### src/rtl/blk_xfer_pkg.sv
package blk_xfer_pkg;
  localparam int INSN_W = 32;
  localparam int RN_LSB = 16;
  localparam int L_BIT  = 20;
  localparam int W_BIT  = 21;
  localparam int S_BIT  = 22;
  localparam int U_BIT  = 23;
  localparam int P_BIT  = 24;

  typedef enum logic [1:0] {
    ST_IDLE = 2'd0,
    ST_BEAT = 2'd1,
    ST_FIN  = 2'd2
  } seq_state_e;
endpackage

### src/rtl/blk_xfer_decode.sv
module blk_xfer_decode
  import blk_xfer_pkg::*;
#(
  parameter int NREG  = 16,
  parameter int CNT_W = $clog2(NREG + 1)
) (
  input  logic [INSN_W-1:0] insn_i,
  output logic [NREG-1:0]   list_o,
  output logic [CNT_W-1:0]  cnt_o,
  output logic              up_o,
  output logic              pre_o,
  output logic              wb_o,
  output logic              load_o,
  output logic              user_bank_o,
  output logic              restore_o,
  output logic              unpred_o
);
  logic       s_bit;
  logic       top_reg;
  logic [3:0] rn;
  logic       unused_hi;

  assign unused_hi = ^insn_i[INSN_W-1:P_BIT+1];

  assign list_o  = insn_i[NREG-1:0];
  assign rn      = insn_i[RN_LSB +: 4];
  assign s_bit   = insn_i[S_BIT];
  assign top_reg = list_o[NREG-1];
  assign up_o    = insn_i[U_BIT];
  assign pre_o   = insn_i[P_BIT];
  assign wb_o    = insn_i[W_BIT];
  assign load_o  = insn_i[L_BIT];

  always_comb begin
    cnt_o = '0;
    for (int i = 0; i < NREG; i++) cnt_o = cnt_o + CNT_W'(list_o[i]);
  end

  // privileged bit: restore status on load with pc, else user bank
  assign restore_o   = s_bit & load_o & top_reg;
  assign user_bank_o = s_bit & ~(load_o & top_reg);

  assign unpred_o = (rn == 4'hF) | (list_o == '0) | (s_bit & wb_o & ~top_reg);
endmodule

### src/rtl/blk_xfer_addr.sv
module blk_xfer_addr #(
  parameter int AW    = 32,
  parameter int CNT_W = 5,
  parameter int STEP  = 4
) (
  input  logic [AW-1:0]    base_i,
  input  logic [CNT_W-1:0] cnt_i,
  input  logic             up_i,
  input  logic             pre_i,
  output logic [AW-1:0]    first_o,
  output logic [AW-1:0]    final_o
);
  logic [AW-1:0] span;
  logic [AW-1:0] low;

  assign span = AW'(cnt_i) * AW'(STEP);
  assign low  = base_i - span;

  always_comb begin
    if (up_i) begin
      first_o = pre_i ? base_i + AW'(STEP) : base_i;
      final_o = base_i + span;
    end else begin
      first_o = pre_i ? low : low + AW'(STEP);
      final_o = low;
    end
  end
endmodule

### src/rtl/blk_xfer_pick.sv
module blk_xfer_pick #(
  parameter int NREG  = 16,
  parameter int IDX_W = $clog2(NREG)
) (
  input  logic [NREG-1:0]  list_i,
  output logic [IDX_W-1:0] idx_o,
  output logic [NREG-1:0]  rest_o,
  output logic             last_o
);
  always_comb begin
    idx_o = '0;
    for (int i = NREG - 1; i >= 0; i--) begin
      if (list_i[i]) idx_o = IDX_W'(i);
    end
  end

  assign rest_o = list_i & (list_i - NREG'(1));
  assign last_o = (rest_o == '0);
endmodule

### src/rtl/blk_xfer_seq.sv
module blk_xfer_seq
  import blk_xfer_pkg::*;
#(
  parameter int AW    = 32,
  parameter int NREG  = 16,
  parameter int STEP  = 4,
  localparam int IDX_W = $clog2(NREG),
  localparam int CNT_W = $clog2(NREG + 1)
) (
  input  logic              clk_i,
  input  logic              rst_ni,
  input  logic              start_i,
  input  logic [INSN_W-1:0] insn_i,
  input  logic [AW-1:0]     base_i,
  output logic              mem_valid_o,
  input  logic              mem_ready_i,
  input  logic              mem_abort_i,
  output logic [AW-1:0]     addr_o,
  output logic [IDX_W-1:0]  reg_idx_o,
  output logic              load_o,
  output logic              user_bank_o,
  output logic              status_restore_o,
  output logic              wb_en_o,
  output logic [AW-1:0]     wb_val_o,
  output logic              unpred_o,
  output logic              abort_o,
  output logic              done_o
);
  seq_state_e state_q;

  logic [NREG-1:0]  dec_list;
  logic [CNT_W-1:0] dec_cnt;
  logic dec_up, dec_pre, dec_wb, dec_load, dec_user, dec_restore, dec_unpred;
  logic [AW-1:0]    first_addr, final_addr;

  logic [NREG-1:0]  pend_q, pick_rest;
  logic [IDX_W-1:0] pick_idx;
  logic             pick_last;
  logic [AW-1:0]    addr_q, wb_val_q;
  logic load_q, user_q, restore_q, wb_q, unpred_q, abort_q;
  logic fin, clean, beat_go;

  blk_xfer_decode #(.NREG(NREG), .CNT_W(CNT_W)) i_decode (
    .insn_i      (insn_i),
    .list_o      (dec_list),
    .cnt_o       (dec_cnt),
    .up_o        (dec_up),
    .pre_o       (dec_pre),
    .wb_o        (dec_wb),
    .load_o      (dec_load),
    .user_bank_o (dec_user),
    .restore_o   (dec_restore),
    .unpred_o    (dec_unpred)
  );

  blk_xfer_addr #(.AW(AW), .CNT_W(CNT_W), .STEP(STEP)) i_addr (
    .base_i  (base_i),
    .cnt_i   (dec_cnt),
    .up_i    (dec_up),
    .pre_i   (dec_pre),
    .first_o (first_addr),
    .final_o (final_addr)
  );

  blk_xfer_pick #(.NREG(NREG), .IDX_W(IDX_W)) i_pick (
    .list_i (pend_q),
    .idx_o  (pick_idx),
    .rest_o (pick_rest),
    .last_o (pick_last)
  );

  assign beat_go = (state_q == ST_BEAT) & mem_ready_i;

  always_ff @(posedge clk_i or negedge rst_ni) begin
    if (!rst_ni) begin
      state_q   <= ST_IDLE;
      pend_q    <= '0;
      addr_q    <= '0;
      wb_val_q  <= '0;
      load_q    <= 1'b0;
      user_q    <= 1'b0;
      restore_q <= 1'b0;
      wb_q      <= 1'b0;
      unpred_q  <= 1'b0;
      abort_q   <= 1'b0;
    end else begin
      unique case (state_q)
        ST_IDLE: if (start_i) begin
          pend_q    <= dec_list;
          addr_q    <= first_addr;
          wb_val_q  <= final_addr;
          load_q    <= dec_load;
          user_q    <= dec_user;
          restore_q <= dec_restore;
          wb_q      <= dec_wb;
          unpred_q  <= dec_unpred;
          abort_q   <= 1'b0;
          state_q   <= dec_unpred ? ST_FIN : ST_BEAT;
        end
        ST_BEAT: if (beat_go) begin
          if (mem_abort_i) begin
            abort_q <= 1'b1;
            state_q <= ST_FIN;
          end else if (pick_last) begin
            pend_q  <= '0;
            state_q <= ST_FIN;
          end else begin
            pend_q <= pick_rest;
            addr_q <= addr_q + AW'(STEP);
          end
        end
        ST_FIN: begin
          unpred_q <= 1'b0;
          abort_q  <= 1'b0;
          state_q  <= ST_IDLE;
        end
        default: state_q <= ST_IDLE;
      endcase
    end
  end

  assign fin   = (state_q == ST_FIN);
  assign clean = fin & ~unpred_q & ~abort_q;

  assign mem_valid_o      = (state_q == ST_BEAT);
  assign addr_o           = addr_q;
  assign reg_idx_o        = pick_idx;
  assign load_o           = load_q;
  assign user_bank_o      = user_q;
  assign status_restore_o = clean & restore_q;
  assign wb_en_o          = clean & wb_q;
  assign wb_val_o         = wb_val_q;
  assign unpred_o         = fin & unpred_q;
  assign abort_o          = fin & abort_q;
  assign done_o           = fin;

  a_r13_done_pulse: assert property (@(posedge clk_i) disable iff (!rst_ni)
    done_o |=> !done_o);

  a_r12_abort_no_wb: assert property (@(posedge clk_i) disable iff (!rst_ni)
    abort_o |-> (!wb_en_o && !status_restore_o));

  a_r1_unpred_no_beat: assert property (@(posedge clk_i) disable iff (!rst_ni)
    unpred_o |-> !$past(mem_valid_o));

  a_r4_addr_step: assert property (@(posedge clk_i) disable iff (!rst_ni)
    (mem_valid_o && $past(mem_valid_o && mem_ready_i)) |-> addr_o == $past(addr_o) + AW'(STEP));

  a_r4_idx_rises: assert property (@(posedge clk_i) disable iff (!rst_ni)
    (mem_valid_o && $past(mem_valid_o && mem_ready_i)) |-> reg_idx_o > $past(reg_idx_o));

  a_r4_hold_stall: assert property (@(posedge clk_i) disable iff (!rst_ni)
    (mem_valid_o && $past(mem_valid_o && !mem_ready_i)) |-> ($stable(addr_o) && $stable(reg_idx_o)));

  a_r11_restore_excl: assert property (@(posedge clk_i) disable iff (!rst_ni)
    status_restore_o |-> (load_o && !user_bank_o && done_o));
endmodule

### config.mk
export PLATFORM = sky130hd
export DESIGN_NAME = blk_xfer_seq
export DESIGN_NICKNAME = d
export VERILOG_FILES = /design/src/rtl/blk_xfer_pkg.sv /design/src/rtl/blk_xfer_decode.sv /design/src/rtl/blk_xfer_addr.sv /design/src/rtl/blk_xfer_pick.sv /design/src/rtl/blk_xfer_seq.sv
export SDC_FILE = /design/constraint.sdc
export NUM_CORES = 1
export LEC_CHECK = 0
export BUFFER_PORTS_ARGS = -buffer_cell sky130_fd_sc_hd__buf_4
export CAP_MARGIN = 5
export CORE_ASPECT_RATIO = 1.75
export CORE_MARGIN = 2
export CORE_UTILIZATION = 45
export DETAILED_ROUTE_END_ITERATION = 10
export GPL_ROUTABILITY_DRIVEN = 1
export PLACE_DENSITY = 0.67
export SLEW_MARGIN = 0
export SYNTH_ARGS = -nofsm -noshare
export SYNTH_HDL_FRONTEND = slang
export SYNTH_SLANG_ARGS = --single-unit
### constraint.sdc
create_clock -name clk_i -period 3.4 [get_ports clk_i]
set_input_delay 0.51 -clock clk_i [delete_from_list [all_inputs] [get_ports clk_i]]
set_output_delay 0.51 -clock clk_i [all_outputs]
set_load 0.03 [all_outputs]
==> key figures <==
Global routing
  – Global-route wire length before repair: 46600 um
  – Busiest grt layer: met2
  – Number of global-route vias before repair: ~9000
  – Met1 global-route usage: between 30% and 40%
  – Initial antenna violation count: 0
  – GR Overflow Total: 0
  – Grt met2 use: about 56%
  – Largest net degree at the start of global routing: between 80 and 90
  – Gr usage total: between 30% and 40%
  – Met3 usage: 3.54%

Finish
  – Fin nets: 1426
  – Footprint of the multi-input gates: roughly 6300 um2
  – Non-Filler Instances: 1560
  – Share of layout cells above drive strength 1: between 30% and 40%
  – Final Util: 68.9%
  – Fillers: around 1400
  – N_diodes: 0
  – Area Growth Syn to Fin: 49.6%
  – Sequential Area: 2200 um2

Placement
  – Final HPWL DP: 21200 um
  – Placed cells: 1488
  – Gpl congestion: 1.02
  – I/O Buffers: approximately 140

Power and ir drop
  – Sw Ratio: between 40% and 50%
  – Internal: between 5 and 6 mW
  – VDD IR max: 0.586 mV
  – Psw: 5.43 mW
  – Share of power burned in registers: 18.8%
  – Pwr Density: 937 nW/um2
  – Leakage: 5.23 nW
  – Total power: around 11 mW
  – Clk pwr share: roughly 10%
  – Combinational power share: a little under three quarters

Clock tree
  – Max Root-Sink Buffers: 2
  – Worst-skew pair later-pin latency: around 0.37 ns
  – Root Buffer: clkbuf_16
  – Clk slew on worst S/H paths: around 0.080 ns
  – CTS tree: yes
  – CTS buffer count: 9
  – Hold_buf cts: 0
  – H-tree depth: 3
  – Clk sinks: 88

STA
  – Worst Tran Pin Value: just under 0.7 ns
  – Worst setup slack after layout: -2.97 ns
  – RSZ-0062 raised after global routing: true
  – WHS: about 0.17 ns
  – Slew Limit Fails: 0
  – Final Skew: between 0.01 and 0.015 ns
  – Hold Vio Cnt, Final: 0
  – Slew HR: 54.5%
  – Fin crit share: 187%
  – F_max: ~160 MHz
  – Final Setup Violations: 60
  – Final worst path period need: approximately 6.4 ns

Worst setup path
  – Worst Path Max Fanout: 5
  – Worst EP arrival: 6.64 ns
  – Crit end category: flop
  – Critical path class: in -> reg
  – Critical path startpoint category: input port
  – Worst path required time: 3.67 ns

Logic synthesis
  – Ranking of synthesized cells by area: dfrtp_1 (27%), nand2_1 (6.4%), o21ai_0 (6.3%)
  – Synth Flop Type: dfrtp_1
  – Number of enable flip-flop cells after synthesis: 0
  – FFs w/ async S/R, synth: 100%
  – Mean Syn Cell Area: 7.69 um2
  – Post-synth top area share: a little over a quarter
  – Register area share after synthesis: approximately 27%
  – Warnings from Yosys: 0
  – Synth Cell Area: between 8000 and 9000 um2
  – Syn Nets: about 1200
  – Synthesized instance count: 1051
  – Yosys top cell by area: dfrtp_1
  – Yosys cell types: 84
  – Register bit count reported by yosys: slightly below 90

Floorplan
  – Initial Utilization: about 46%
  – # rows: 64
  – Chip height: roughly 180 um
  – CORE AREA: 17500 um2
  – # IOs: ~150
  – Die width: between 100 and 150 um
  – Die footprint: between 15000 and 20000 um2

Route
  – Iter 0 DRT Violations: 669
  – Via count: between 9000 and 10000
  – Vias per std cell: roughly 5.9
  – WL per Instance: about 20 um
  – Post-detailed-route count of antenna-violating nets: 0
  – Drt pass-1 iters: 5
  – DRC: 0
  – Post-Route WL: 31100 um

Status
  – Failing checks: setup timing
  – Status: complete, but fails checks

Job
  – Max-cap violations: 0

Min path
  – Hold Path Class: in -> async
metal layers:
layer / share of wire (%) / routed length [um]
met5: 0 / 0
met3: 5.4 / 1680
met4: 6.8 / 2110
met2: 52 / 16100
met1: 36 / 11200
registers in the layout (all words and copies together), names as in the netlist:
register,flops
abort_q,1
addr_o,32
load_o,1
pend_q,16
restore_q,1
state_q,2
unpred_q,1
user_bank_o,1
wb_q,1
wb_val_o,32
worst paths after layout:
check / slack, ns / startpoint / cells past startpoint / endpoint
max in group asynchronous: 2.80 / rst_ni / 2 / addr_o[23]
worst min register to register: 0.47 / wb_q / 2 / wb_q
worst max-delay path: -2.97 / insn_i[0] / 24 / addr_o[24]
worst min-delay path: 0.17 / rst_ni / 2 / wb_val_o[12]
min in group clk_i: 0.34 / insn_i[21] / 3 / wb_q
worst max register to register: 0.29 / pend_q[2] / 12 / wb_val_o[17]
cells in the mapped netlist (10+ instances only):
| cell | n |
|---|---|
| a21oi_1 | 65 |
| a31oi_1 | 19 |
| and2_1 | 10 |
| and3_1 | 17 |
| clkbuf_1 | 56 |
| dfrtp_1 | 88 |
| fa_1 | 12 |
| ha_1 | 21 |
| inv_1 | 46 |
| nand2_1 | 138 |
| nand3_1 | 46 |
| nand4_1 | 19 |
| nor2_1 | 76 |
| nor2b_1 | 10 |
| nor3_1 | 34 |
| nor4_1 | 15 |
| o21ai_0 | 102 |
| o22ai_1 | 13 |
| or3_1 | 11 |
| xnor2_1 | 57 |
| xor2_1 | 38 |
cell usage in the layout (no fill, tap or decap), types with 8 or more instances in the layout:
master     Yosys  final
buf_6          4     51
nor4_1        15     13
and3_1        17     16
or3_1         11      8
clkbuf_16      0      9
buf_4          2    273
o21ai_1        6     36
ha_1          21     13
nor3_1        34     26
dfrtp_1       88     88
nand3_1       46     40
o21ai_2        0     13
xnor2_2        0     11
xor2_1        38     33
nand4_1       19     19
nand2_1      138    131
a31oi_1       19     17
o21ai_0      102     58
and2_1        10     10
inv_1         46     37
nor2_1        76     66
xnor2_1       57     43
a21oi_1       65     57
cell type report:
| type | count | area share [%] |
|---|---|---|
| repair buffers | 331 | 22.8 |
| multi-input cells | 847 | 52.2 |
| clock inverters | 6 | 0.745 |
| inverters | 47 | 1.65 |
| flip-flops and latches | 88 | 18.2 |
| well taps | 231 | 2.39 |
| clock buffers | 10 | 1.98 |
critical path, stage by stage:
cell,delay (ns)
buf_12,0.09
inv_12,0.03
ha_4,0.24
inv_2,0.03
fa_1,0.52
fa_2,0.45
fa_1,0.53
fa_2,0.46
fa_2,0.41
fa_2,0.41
nor2b_1,0.15
o21a_2,0.20
ha_4,0.23
or4_4,0.52
and2_4,0.19
nand4b_1,0.12
a21boi_1,0.09
o31a_1,0.30
buf_4,0.16
nor4_4,0.35
nor2b_4,0.22
o31ai_2,0.06
xnor2_1,0.13
a211oi_1,0.22
power by group through the flow:
stage | clock [mW] | combinational, mW | sequential (mW)
2_1_floorplan | 0 | 3.24 | 2.67
3_3_place_gp | 0 | 6.16 | 2.13
3_5_place_dp | 0 | 6.23 | 2.14
4_1_cts | 1.16 | 7.13 | 2.12
5_1_grt | 1.20 | 8.58 | 2.21
6_report | 1.15 | 8.04 | 2.14
per-stage QoR:
step / TNS (ns) / area [um2] / setup slack, ns
6_report: -141.27 / 12100 / -2.97
5_1_grt: -151.15 / 12100 / -3.15
4_1_cts: -136.54 / 11600 / -2.85
3_5_place_dp: -166.44 / 10300 / -3.38
3_3_place_gp: -162.76 / 10300 / -3.32
2_1_floorplan: -137.33 / 8280 / -3.12
repair_timing:
item / 4_1_cts / 5_1_grt
gates resized for setup: 147 / 99
endpoints found under the hold margin: 0 / 0
buffers inserted: 43 / 26
endpoints found under the setup margin: 60 / 60
pin swaps: 85 / 87
cells by family after synthesis:
group           synth area share, %
xor+xnor                       10.3
flops                          27.2
mux                            1.98
buf+inv                        6.07
simple gates                   27.4
fa+ha+maj                      6.47
compound gates                 20.5
Power figures use the tool's default switching activity.
